<file path="config.mk">
export PLATFORM = sky130hd
export DESIGN_NAME = crs_writer
export DESIGN_NICKNAME = d
export VERILOG_FILES = /design/src/rtl/crs_pkg.sv /design/src/rtl/crs_fifo.sv /design/src/rtl/crs_credit.sv /design/src/rtl/crs_framer.sv /design/src/rtl/crs_writer.sv
export SDC_FILE = /design/constraint.sdc
export NUM_CORES = 2
export LEC_CHECK = 0
export ABC_AREA = 1
export BUFFER_PORTS_ARGS = -buffer_cell sky130_fd_sc_hd__buf_2
export CAP_MARGIN = 10
export CORE_ASPECT_RATIO = 0.75
export CORE_MARGIN = 5
export CORE_UTILIZATION = 36
export CTS_CLUSTER_SIZE = 25
export DETAILED_ROUTE_END_ITERATION = 6
export PLACE_DENSITY = 0.51
export SYNTH_ARGS = -nofsm -noshare
export SYNTH_HDL_FRONTEND = slang
export SYNTH_SLANG_ARGS = --single-unit
</file>
<file path="constraint.sdc">
create_clock -name clk -period 4.3 [get_ports clk]
set_input_delay 0.86 -clock clk [delete_from_list [all_inputs] [get_ports clk]]
set_output_delay 0.86 -clock clk [all_outputs]
set_load 0.005 [all_outputs]
</file>
<file path="src/rtl/crs_pkg.sv">
package crs_pkg;

   typedef enum logic [1:0] {
      ST_IDLE,
      ST_HDR,
      ST_PAY
   } crs_state_e;

   localparam int unsigned HDR_LEN_LSB = 0;

endpackage

</file>
<file path="src/rtl/crs_fifo.sv">
module crs_fifo #(
   parameter int unsigned DATA_W = 32,
   parameter int unsigned DEPTH  = 128,
   parameter int unsigned CNT_W  = $clog2(DEPTH) + 1
) (
   input  logic              clk,
   input  logic              rst_n,
   input  logic              push_valid,
   input  logic [DATA_W-1:0] push_data,
   output logic              push_ready,
   output logic              overflow,
   input  logic              pop,
   output logic [DATA_W-1:0] head,
   output logic [CNT_W-1:0]  count
);

   localparam int unsigned PTR_W = $clog2(DEPTH);

   logic [DATA_W-1:0] mem [DEPTH];
   logic [PTR_W-1:0]  wr_q, rd_q, wr_nxt, rd_nxt;
   logic [CNT_W-1:0]  cnt_q;
   logic              do_push, do_pop, ovf_q;

   generate
      if ((DEPTH & (DEPTH - 1)) == 0) begin : g_pow2
         assign wr_nxt = wr_q + 1'b1;
         assign rd_nxt = rd_q + 1'b1;
      end else begin : g_any
         assign wr_nxt = (wr_q == PTR_W'(DEPTH - 1)) ? '0 : wr_q + 1'b1;
         assign rd_nxt = (rd_q == PTR_W'(DEPTH - 1)) ? '0 : rd_q + 1'b1;
      end
   endgenerate

   assign push_ready = (cnt_q != CNT_W'(DEPTH));
   assign do_push    = push_valid && push_ready;
   assign do_pop     = pop && (cnt_q != '0);
   assign head       = mem[rd_q];
   assign count      = cnt_q;
   assign overflow   = ovf_q;

   always_ff @(posedge clk) begin
      if (do_push) mem[wr_q] <= push_data;
   end

   always_ff @(posedge clk) begin
      if (!rst_n) begin
         wr_q  <= '0;
         rd_q  <= '0;
         cnt_q <= '0;
         ovf_q <= 1'b0;
      end else begin
         if (do_push) wr_q <= wr_nxt;
         if (do_pop)  rd_q <= rd_nxt;
         case ({do_push, do_pop})
            2'b10:   cnt_q <= cnt_q + 1'b1;
            2'b01:   cnt_q <= cnt_q - 1'b1;
            default: cnt_q <= cnt_q;
         endcase
         if (push_valid && !push_ready) ovf_q <= 1'b1;
      end
   end

   AST_OVF_STICKY: assert property (@(posedge clk) disable iff (!rst_n)
      overflow |=> overflow);
   AST_NO_POP_EMPTY: assert property (@(posedge clk) disable iff (!rst_n)
      pop |-> (cnt_q != '0));

endmodule

</file>
<file path="src/rtl/crs_credit.sv">
module crs_credit #(
   parameter int unsigned CRD_W = 16,
   parameter int unsigned LEN_W = 7
) (
   input  logic             clk,
   input  logic             rst_n,
   input  logic             upd_valid,
   input  logic [CRD_W-1:0] upd_count,
   input  logic             take,
   input  logic [LEN_W-1:0] take_len,
   output logic [CRD_W-1:0] avail
);

   logic [CRD_W-1:0] limit_q, used_q;

   assign avail = limit_q - used_q;

   always_ff @(posedge clk) begin
      if (!rst_n) begin
         limit_q <= '0;
         used_q  <= '0;
      end else begin
         if (upd_valid) limit_q <= upd_count;
         if (take)      used_q  <= used_q + CRD_W'(take_len);
      end
   end

   AST_CREDIT_COVER: assert property (@(posedge clk) disable iff (!rst_n)
      take |-> (avail >= CRD_W'(take_len)));
   AST_ZERO_TAKE: assert property (@(posedge clk) disable iff (!rst_n)
      take |-> (take_len != '0));

endmodule

</file>
<file path="src/rtl/crs_framer.sv">
module crs_framer
   import crs_pkg::*;
#(
   parameter int unsigned DATA_W      = 32,
   parameter int unsigned CNT_W       = 8,
   parameter int unsigned CRD_W       = 16,
   parameter int unsigned IDLE_W      = 16,
   parameter int unsigned SEQ_W       = 8,
   parameter int unsigned LEN_W       = 7,
   parameter int unsigned LEN_FIELD_W = 12,
   parameter int unsigned SMALL_WORDS = 32,
   parameter int unsigned BIG_WORDS   = 64
) (
   input  logic              clk,
   input  logic              rst_n,
   input  logic              cfg_big,
   input  logic [IDLE_W-1:0] cfg_idle_limit,
   input  logic              flush,
   input  logic [CNT_W-1:0]  fifo_count,
   input  logic [DATA_W-1:0] fifo_head,
   output logic              fifo_pop,
   input  logic [CRD_W-1:0]  crd_avail,
   output logic              crd_take,
   output logic [LEN_W-1:0]  crd_take_len,
   output logic              out_valid,
   input  logic              out_ready,
   output logic [DATA_W-1:0] out_data,
   output logic              out_hdr,
   output logic              out_last,
   output logic              stall
);

   crs_state_e        state_q;
   logic [LEN_W-1:0]  len_q, left_q, want_len;
   logic [SEQ_W-1:0]  seq_q;
   logic [IDLE_W-1:0] idle_q;
   logic [CNT_W-1:0]  max_cnt, want_cnt;
   logic              full_ready, idle_hit, eligible, fits, go;
   logic [DATA_W-1:0] hdr_word;

   assign max_cnt    = cfg_big ? CNT_W'(BIG_WORDS) : CNT_W'(SMALL_WORDS);
   assign full_ready = (fifo_count >= max_cnt);
   assign want_cnt   = full_ready ? max_cnt : fifo_count;
   assign want_len   = LEN_W'(want_cnt);
   assign idle_hit   = (idle_q >= cfg_idle_limit);
   assign eligible   = (state_q == ST_IDLE) && (fifo_count != '0) &&
                       (full_ready || flush || idle_hit);
   assign fits       = (crd_avail >= CRD_W'(want_len));
   assign go         = eligible && fits;
   assign stall      = eligible && !fits;

   assign crd_take     = go;
   assign crd_take_len = want_len;

   always_comb begin
      hdr_word = '0;
      hdr_word[HDR_LEN_LSB +: LEN_FIELD_W] = LEN_FIELD_W'(len_q);
      hdr_word[LEN_FIELD_W +: SEQ_W]       = seq_q;
   end

   assign out_valid = (state_q != ST_IDLE);
   assign out_hdr   = (state_q == ST_HDR);
   assign out_data  = (state_q == ST_HDR) ? hdr_word : fifo_head;
   assign out_last  = (state_q == ST_PAY) && (left_q == LEN_W'(1));
   assign fifo_pop  = (state_q == ST_PAY) && out_ready;

   always_ff @(posedge clk) begin
      if (!rst_n) begin
         state_q <= ST_IDLE;
         len_q   <= '0;
         left_q  <= '0;
         seq_q   <= '0;
         idle_q  <= '0;
      end else begin
         if ((state_q != ST_IDLE) || (fifo_count == '0)) idle_q <= '0;
         else if (!idle_hit)                             idle_q <= idle_q + 1'b1;
         case (state_q)
            ST_IDLE: if (go) begin
               state_q <= ST_HDR;
               len_q   <= want_len;
               left_q  <= want_len;
            end
            ST_HDR: if (out_ready) state_q <= ST_PAY;
            ST_PAY: if (out_ready) begin
               left_q <= left_q - 1'b1;
               if (left_q == LEN_W'(1)) begin
                  state_q <= ST_IDLE;
                  seq_q   <= seq_q + 1'b1;
               end
            end
            default: state_q <= ST_IDLE;
         endcase
      end
   end

   AST_HOLD_BEAT: assert property (@(posedge clk) disable iff (!rst_n)
      (out_valid && !out_ready) |=> (out_valid && $stable(out_data) && $stable(out_hdr)));
   AST_PAY_HAS_DATA: assert property (@(posedge clk) disable iff (!rst_n)
      (state_q == ST_PAY) |-> (fifo_count != '0));
   AST_HDR_LEN_RANGE: assert property (@(posedge clk) disable iff (!rst_n)
      (out_valid && out_hdr) |-> ((out_data[LEN_FIELD_W-1:0] != '0) &&
                                  (out_data[LEN_FIELD_W-1:0] <= LEN_FIELD_W'(BIG_WORDS))));
   AST_LAST_ONCE: assert property (@(posedge clk) disable iff (!rst_n)
      (out_last && out_ready) |=> !out_last);

endmodule

</file>
<file path="src/rtl/crs_writer.sv">
module crs_writer #(
   parameter int unsigned DATA_W      = 32,
   parameter int unsigned DEPTH       = 128,
   parameter int unsigned CRD_W       = 16,
   parameter int unsigned IDLE_W      = 16,
   parameter int unsigned SEQ_W       = 8,
   parameter int unsigned LEN_FIELD_W = 12,
   parameter int unsigned SMALL_WORDS = 32,
   parameter int unsigned BIG_WORDS   = 64
) (
   input  logic              clk,
   input  logic              rst_n,
   input  logic              cfg_big,
   input  logic [IDLE_W-1:0] cfg_idle_limit,
   input  logic              flush,
   input  logic              in_valid,
   input  logic [DATA_W-1:0] in_data,
   output logic              in_ready,
   input  logic              crd_valid,
   input  logic [CRD_W-1:0]  crd_count,
   output logic              out_valid,
   input  logic              out_ready,
   output logic [DATA_W-1:0] out_data,
   output logic              out_hdr,
   output logic              out_last,
   output logic [CRD_W-1:0]  credit_avail,
   output logic              credit_stall,
   output logic              overflow
);

   localparam int unsigned CNT_W = $clog2(DEPTH) + 1;
   localparam int unsigned LEN_W = $clog2(BIG_WORDS) + 1;

   generate
      if (DEPTH < BIG_WORDS) begin : g_bad_depth
         $error("crs_writer: DEPTH must hold one maximum payload");
      end
      if (SMALL_WORDS > BIG_WORDS || SMALL_WORDS == 0) begin : g_bad_sizes
         $error("crs_writer: payload sizes out of order");
      end
      if (DATA_W < LEN_FIELD_W + SEQ_W) begin : g_bad_hdr
         $error("crs_writer: header fields exceed data width");
      end
      if (LEN_W > LEN_FIELD_W || LEN_W >= CRD_W) begin : g_bad_len
         $error("crs_writer: length field too narrow");
      end
   endgenerate

   logic [CNT_W-1:0]  fifo_count;
   logic [DATA_W-1:0] fifo_head;
   logic              fifo_pop, take;
   logic [LEN_W-1:0]  take_len;

   crs_fifo #(
      .DATA_W (DATA_W),
      .DEPTH  (DEPTH),
      .CNT_W  (CNT_W)
   ) u_fifo (
      .clk        (clk),
      .rst_n      (rst_n),
      .push_valid (in_valid),
      .push_data  (in_data),
      .push_ready (in_ready),
      .overflow   (overflow),
      .pop        (fifo_pop),
      .head       (fifo_head),
      .count      (fifo_count)
   );

   crs_credit #(
      .CRD_W (CRD_W),
      .LEN_W (LEN_W)
   ) u_credit (
      .clk       (clk),
      .rst_n     (rst_n),
      .upd_valid (crd_valid),
      .upd_count (crd_count),
      .take      (take),
      .take_len  (take_len),
      .avail     (credit_avail)
   );

   crs_framer #(
      .DATA_W      (DATA_W),
      .CNT_W       (CNT_W),
      .CRD_W       (CRD_W),
      .IDLE_W      (IDLE_W),
      .SEQ_W       (SEQ_W),
      .LEN_W       (LEN_W),
      .LEN_FIELD_W (LEN_FIELD_W),
      .SMALL_WORDS (SMALL_WORDS),
      .BIG_WORDS   (BIG_WORDS)
   ) u_framer (
      .clk            (clk),
      .rst_n          (rst_n),
      .cfg_big        (cfg_big),
      .cfg_idle_limit (cfg_idle_limit),
      .flush          (flush),
      .fifo_count     (fifo_count),
      .fifo_head      (fifo_head),
      .fifo_pop       (fifo_pop),
      .crd_avail      (credit_avail),
      .crd_take       (take),
      .crd_take_len   (take_len),
      .out_valid      (out_valid),
      .out_ready      (out_ready),
      .out_data       (out_data),
      .out_hdr        (out_hdr),
      .out_last       (out_last),
      .stall          (credit_stall)
   );

   AST_FULL_BLOCKS: assert property (@(posedge clk) disable iff (!rst_n)
      (fifo_count == CNT_W'(DEPTH)) |-> !in_ready);
   AST_NO_LOSS_GRANT: assert property (@(posedge clk) disable iff (!rst_n)
      (credit_stall) |-> !out_valid);

endmodule

</file>
**Yosys cells after proc, flatten, opt, wreduce, memory -nomap -nowiden**

Memory sizes are Yosys's and may differ from the RTL's. A register that Yosys moved wholly into a read port is not among the register bits.
Cells that the tools add are included.

- Flip-flop bits (word level): 95
- RAM bits: 4096
- Input port bits: 71
- Output and inout bits: 54
- Memories: 1

- Add/sub/neg operators: 9
- Order comparisons: 3
- Equality and inequality tests: 10
- Muxes and demuxes: 16
- Bitwise operators: 1
- Reductions and logical operators: 25

Memories:

| name | words | width | rd ports | clocked after memory_dff | wr ports | RTL line | RTL |
|---|---|---|---|---|---|---|---|
| u_fifo.mem | 128 | 32 | 1 | 1 | 1 | crs_fifo.sv:19 | `logic [DATA_W-1:0] mem [DEPTH];` |

Operators with widths:

| cell | count |
|---|---|
| 7-bit two-way mux | 6 |
| 32-bit two-way mux | 1 |
| 16-bit by 1-bit adder with 16-bit output, second input constant | 1 |
| 16-bit by 7-bit adder with 16-bit output | 1 |
| 8-bit by 1-bit adder with 8-bit output, second input constant | 2 |
| 16-bit greater-or-equal comparator | 1 |
| 16-bit by 7-bit greater-or-equal comparator with 1-bit output | 1 |
| 8-bit case mux with 2 select lines | 1 |
| 16-bit subtractor | 1 |
| 7-bit by 1-bit adder with 7-bit output, second input constant | 2 |
| 7-bit case mux with 2 select lines | 1 |
| 1-bit logical AND | 9 |
| 8-bit by 7-bit greater-or-equal comparator with 1-bit output | 1 |
| 8-bit zero test | 1 |
| 2-bit two-way mux | 4 |
| 2-bit inequality test, second input constant | 4 |
| 8-bit inequality test, second input constant | 1 |
| 8-bit nonzero test | 1 |
| 8-bit by 1-bit subtractor with 8-bit output, second input constant | 1 |
| 7-bit by 1-bit equality test with 1-bit output, second input constant | 1 |
| 7-bit by 1-bit subtractor with 7-bit output, second input constant | 1 |
| 2-bit case mux with 3 select lines | 1 |
| 3-bit AND reduction | 2 |
| 2-bit nonzero test | 3 |
| other kinds (10) | 16 |

**Longest topological paths before layout**

- Word-level depth: 8
- Depth in mapped cells: 24
- Depth with buffers taken out: 24

**By module**

Synthesis repeated with hierarchy kept, for this count alone.

- Cell total of the unflattened synthesis: 14429
- Area, all modules: 171598.3 um^2

By module, submodules not included:

| module | times used | cells each | area an instance (um^2) | seq. area each (um^2) |
|---|---|---|---|---|
| crs_fifo | 1 | 13538 | 165981.7 | 123598.5 |
| crs_framer | 1 | 508 | 3160.5 | 800.8 |
| crs_credit | 1 | 383 | 2456.1 | 640.6 |

**Least setup slack after synthesis**

OpenSTA, ideal clock, no wires.

- Kind: input-to-reg
- Start point: in in_valid
- End point: mem u_fifo.mem[63][0] (enable)
- Library setup time: 461 ps
- Data arrival time: 3578 ps
- Setup slack: 261 ps
- Cell stages on the path: 4
- Cell sequence: inv_1 nor2_2 nand3_1 nor3_1

- Cells in the longest elaborated chain, start to end: 3

Ends and longest elaborated chain:

| element | RTL line | RTL |
|---|---|---|
| start: declaration | crs_writer.sv:16 | `input logic in_valid,` |
| 1-bit logical AND | crs_fifo.sv:35 | `assign do_push = push_valid && push_ready;` |
| 1-bit two-way mux | crs_fifo.sv:42 | `if (do_push) mem[wr_q] <= push_data;` |
| 1-bit two-way mux (not written as such) | crs_fifo.sv:42 |  |
| end: declaration | crs_fifo.sv:19 |  |

No other way between the ends.

==> impl_metrics.yaml <==
status:
  status: "finished with violations"
  failed_checks: "setup timing"
worst_setup_path:
  worstPathRequired_ps: 3440
  cp_cell_sequence: "buf_12 -> buf_16 -> buf_16 -> buf_12 -> clkbuf_16 -> o21ai_0 -> o22ai_1 -> nand2_1 -> nand3_4 -> nand3_1 -> buf_4 -> nand2_1 -> nand2_1 -> nand3_2 -> nand2_2 -> nor2_4 -> buf_2"
  endpoint_kind: "primary output"
  worstReg2RegEnd: "u_fifo.count[6]"
  arrival_ps: 3860
  cp_num_cells: 17
  critPathTopFamily: "buffers and inverters"
  crit_type: "reg -> out"
  worst-path-buf-inv: 7
  slowest_stage: "dfxtp_4"
  startpoint_type: "flip-flop"
  r2r_cells: 16
  r2r_slack_ps: 730
  cp_common_cell: "nand2_1"
  max_stage_delay_ps: 390
  cp_max_fo: 7
  r2r-start: "u_fifo.count[0]"
worst_hold_path:
  hp-class: "in -> reg"
  min-delay-start: "crd_count[1]"
  min_to: "u_credit.limit_q[1]"
  worstHoldPathCells: 3
placement:
  gp_congestion: 0.888
  hpwlAfterDp_um: 312000
  place_area_sq_um: 182000
  placed_cells: 19539
  port_buffers: 124
  dpl_worst_slack_ps: 96.5
synthesis:
  synth_area_sq_um: 168000
  synth-seq-cells: 4198
  synth-edff-count: 4096
  ys_seq_area_frac: 0.745
  yosys_warnings: 0
  ys_types: 45
  synth_ff_type: "edfxtp_1"
  syn-num-nets: 13556
  synthArstFlopShare: 0
  avgSynthCellArea_sq_um: 12.5
  syn_inst: 13422
timing:
  fin_crit_ps: 4720
  rsz0062_at_grt: "yes"
  hold_viol_final: 0
  max_freq_ghz: 0.212
  setup_slack_ps: -421
  final-max-slew-violation-count: 0
  setup_viol: 33
  max-slew-margin-rel: 0.205
  tightest_slew_ps: 1190
  holdWs_ps: 104
  fin_tns_setup_ps: -11350
  fin_worst_skew_ps: 82.6
  fin_crit_sh: 1.10
clock_tree:
  clkTransAtPathRegs_ps: 70
  clock_path_buffers: 4
  root_buffer: "clkbuf_16"
  clock_latency_ps: 1030
  cts_tree: "done"
  cts_buffers: 412
  cts.htree.levels: 5
  clock-sinks: 4198
drt:
  drt_drc_violations_left: 0
  dr.first_iter.drc_count: 15355
  routed_wl_um: 585000
  antenna_left: 0
  avgRoutedWirePerCell_um: 28.5
  via_per_inst: 5.61
  dr.pass1.iters: 6
  vias: 115042
final_layout:
  post-route-util: 0.436
  drive_gt1_frac: 0.155
  final_common_cell: "edfxtp_1"
  stdcell_count: 20511
  final_cell_mix: "edfxtp_1 (4096), nor2_1 (2217), o21ai_0 (1987)"
  nFillCells: 42448
  layout.nets: 14048
  syn2layout_area_growth_pct: 20.8
  fin_area_sq_um: 203000
run:
  drv_cap: 0
die:
  start_util: 0.361
  ioPinCount: 125
  die_h_um: 601
  coreArea_sq_um: 465000
  die_area_sq_um: 480000
  rows: 217
  die_w_um: 799
power:
  p_leak_nw: 68.2
  total_power_mw: 88.7
  ir_drop_v: 0.000386
  power_density_nw_per_um2: 438
global_route:
  grt_max_degree: 97
  first_global_vias: 104289
  grt_overflow: 0
  grt_usage: 0.230
  antenna_found_initial: 37
  grt_pass1_wl_um: 805000
## Yosys cell counts, types with 43 or more instances
cell type  instances  area share
buf_2            249      0.0074
ha_1              60      0.0045
a21oi_1          118      0.0035
o22ai_1         1024       0.038
o21ai_1           43      0.0013
inv_1            178      0.0040
clkbuf_1         525       0.012
nor2_1          2353       0.053
nand3_1          925       0.028
dfxtp_1          102       0.012
nand2_1         1369       0.031
edfxtp_1        4096        0.73
buf_4             54      0.0024
buf_1             82      0.0018
o21ai_0         2086       0.062
## how the worst max path moves through the flow
stage / start / endpoint
floorplan: in_valid / u_fifo.mem[63][0]
global placement: flip-flop / out_data[8]
detailed placement: flip-flop / out_data[8]
CTS: flip-flop / out_data[21]
global route: flip-flop / out_data[12]
finish: flip-flop / out_data[24]
## final cells by class
type,instances,area [sq um],share of cell area
Timing Repair inverter,6,103,0.000506
Clock inverter,244,2390,0.0118
Tap cell,6241,7810,0.0385
Inverter,186,781,0.00385
Multi-Input combinational cell,8107,42100,0.207
Sequential cell,4198,125000,0.617
Clock buffer,508,10800,0.0532
Timing Repair Buffer,1003,13800,0.0678
Antenna cell,18,45.0,0.000222
## registers in the layout, indices dropped and copies added, names as in the netlist, named ones only
name and count:
u_credit.limit_q 16, u_credit.used_q 16, u_fifo.count 8, u_fifo.mem 4096
u_fifo.overflow 1, u_fifo.rd_q 7, u_fifo.wr_q 7, u_framer.idle_q 16
u_framer.left_q 7, u_framer.len_q 7, u_framer.seq_q 8, u_framer.state_q 2
## kinds of logic after synthesis
group,share of synthesized area
DFF,0.745
xor gates and xnor gates,0.00151
AOI/OAI and AO/OA,0.106
and+or+nand+nor,0.114
buffers and inverters,0.0291
adders and majority gates,0.00483
## repair_timing
action,4_1_cts,5_1_grt
endpoints found under the setup margin,33,33
hold endpoints to repair,13,0
resized for setup,452,519
pin swaps,13,120
hold buffers,13,0
buffers inserted,49,46
gates cloned,51,53
## worst min-delay path: stages
cell and delay [ps]:
buf_2 80, nor2_1 70, nor2_1 100
## where the power goes
| group | leakage [nW] | internal, mW | switching [mW] |
|---|---|---|---|
| registers | 37.7 | 45.0 | 0.0825 |
| logic | 24.2 | 2.47 | 5.04 |
| clock network | 6.42 | 20.0 | 16.1 |
## metal layers
layer | vias to the layer above | track usage | wire (um)
met4 | 8 | 0.0567 | 15000
met5 | - | 0 | 54
li1 | 50417 | - | -
met3 | 691 | 0.0492 | 61400
met2 | 5496 | 0.326 | 245000
met1 | 58430 | 0.357 | 263000
Power figures use the tool's default switching activity.
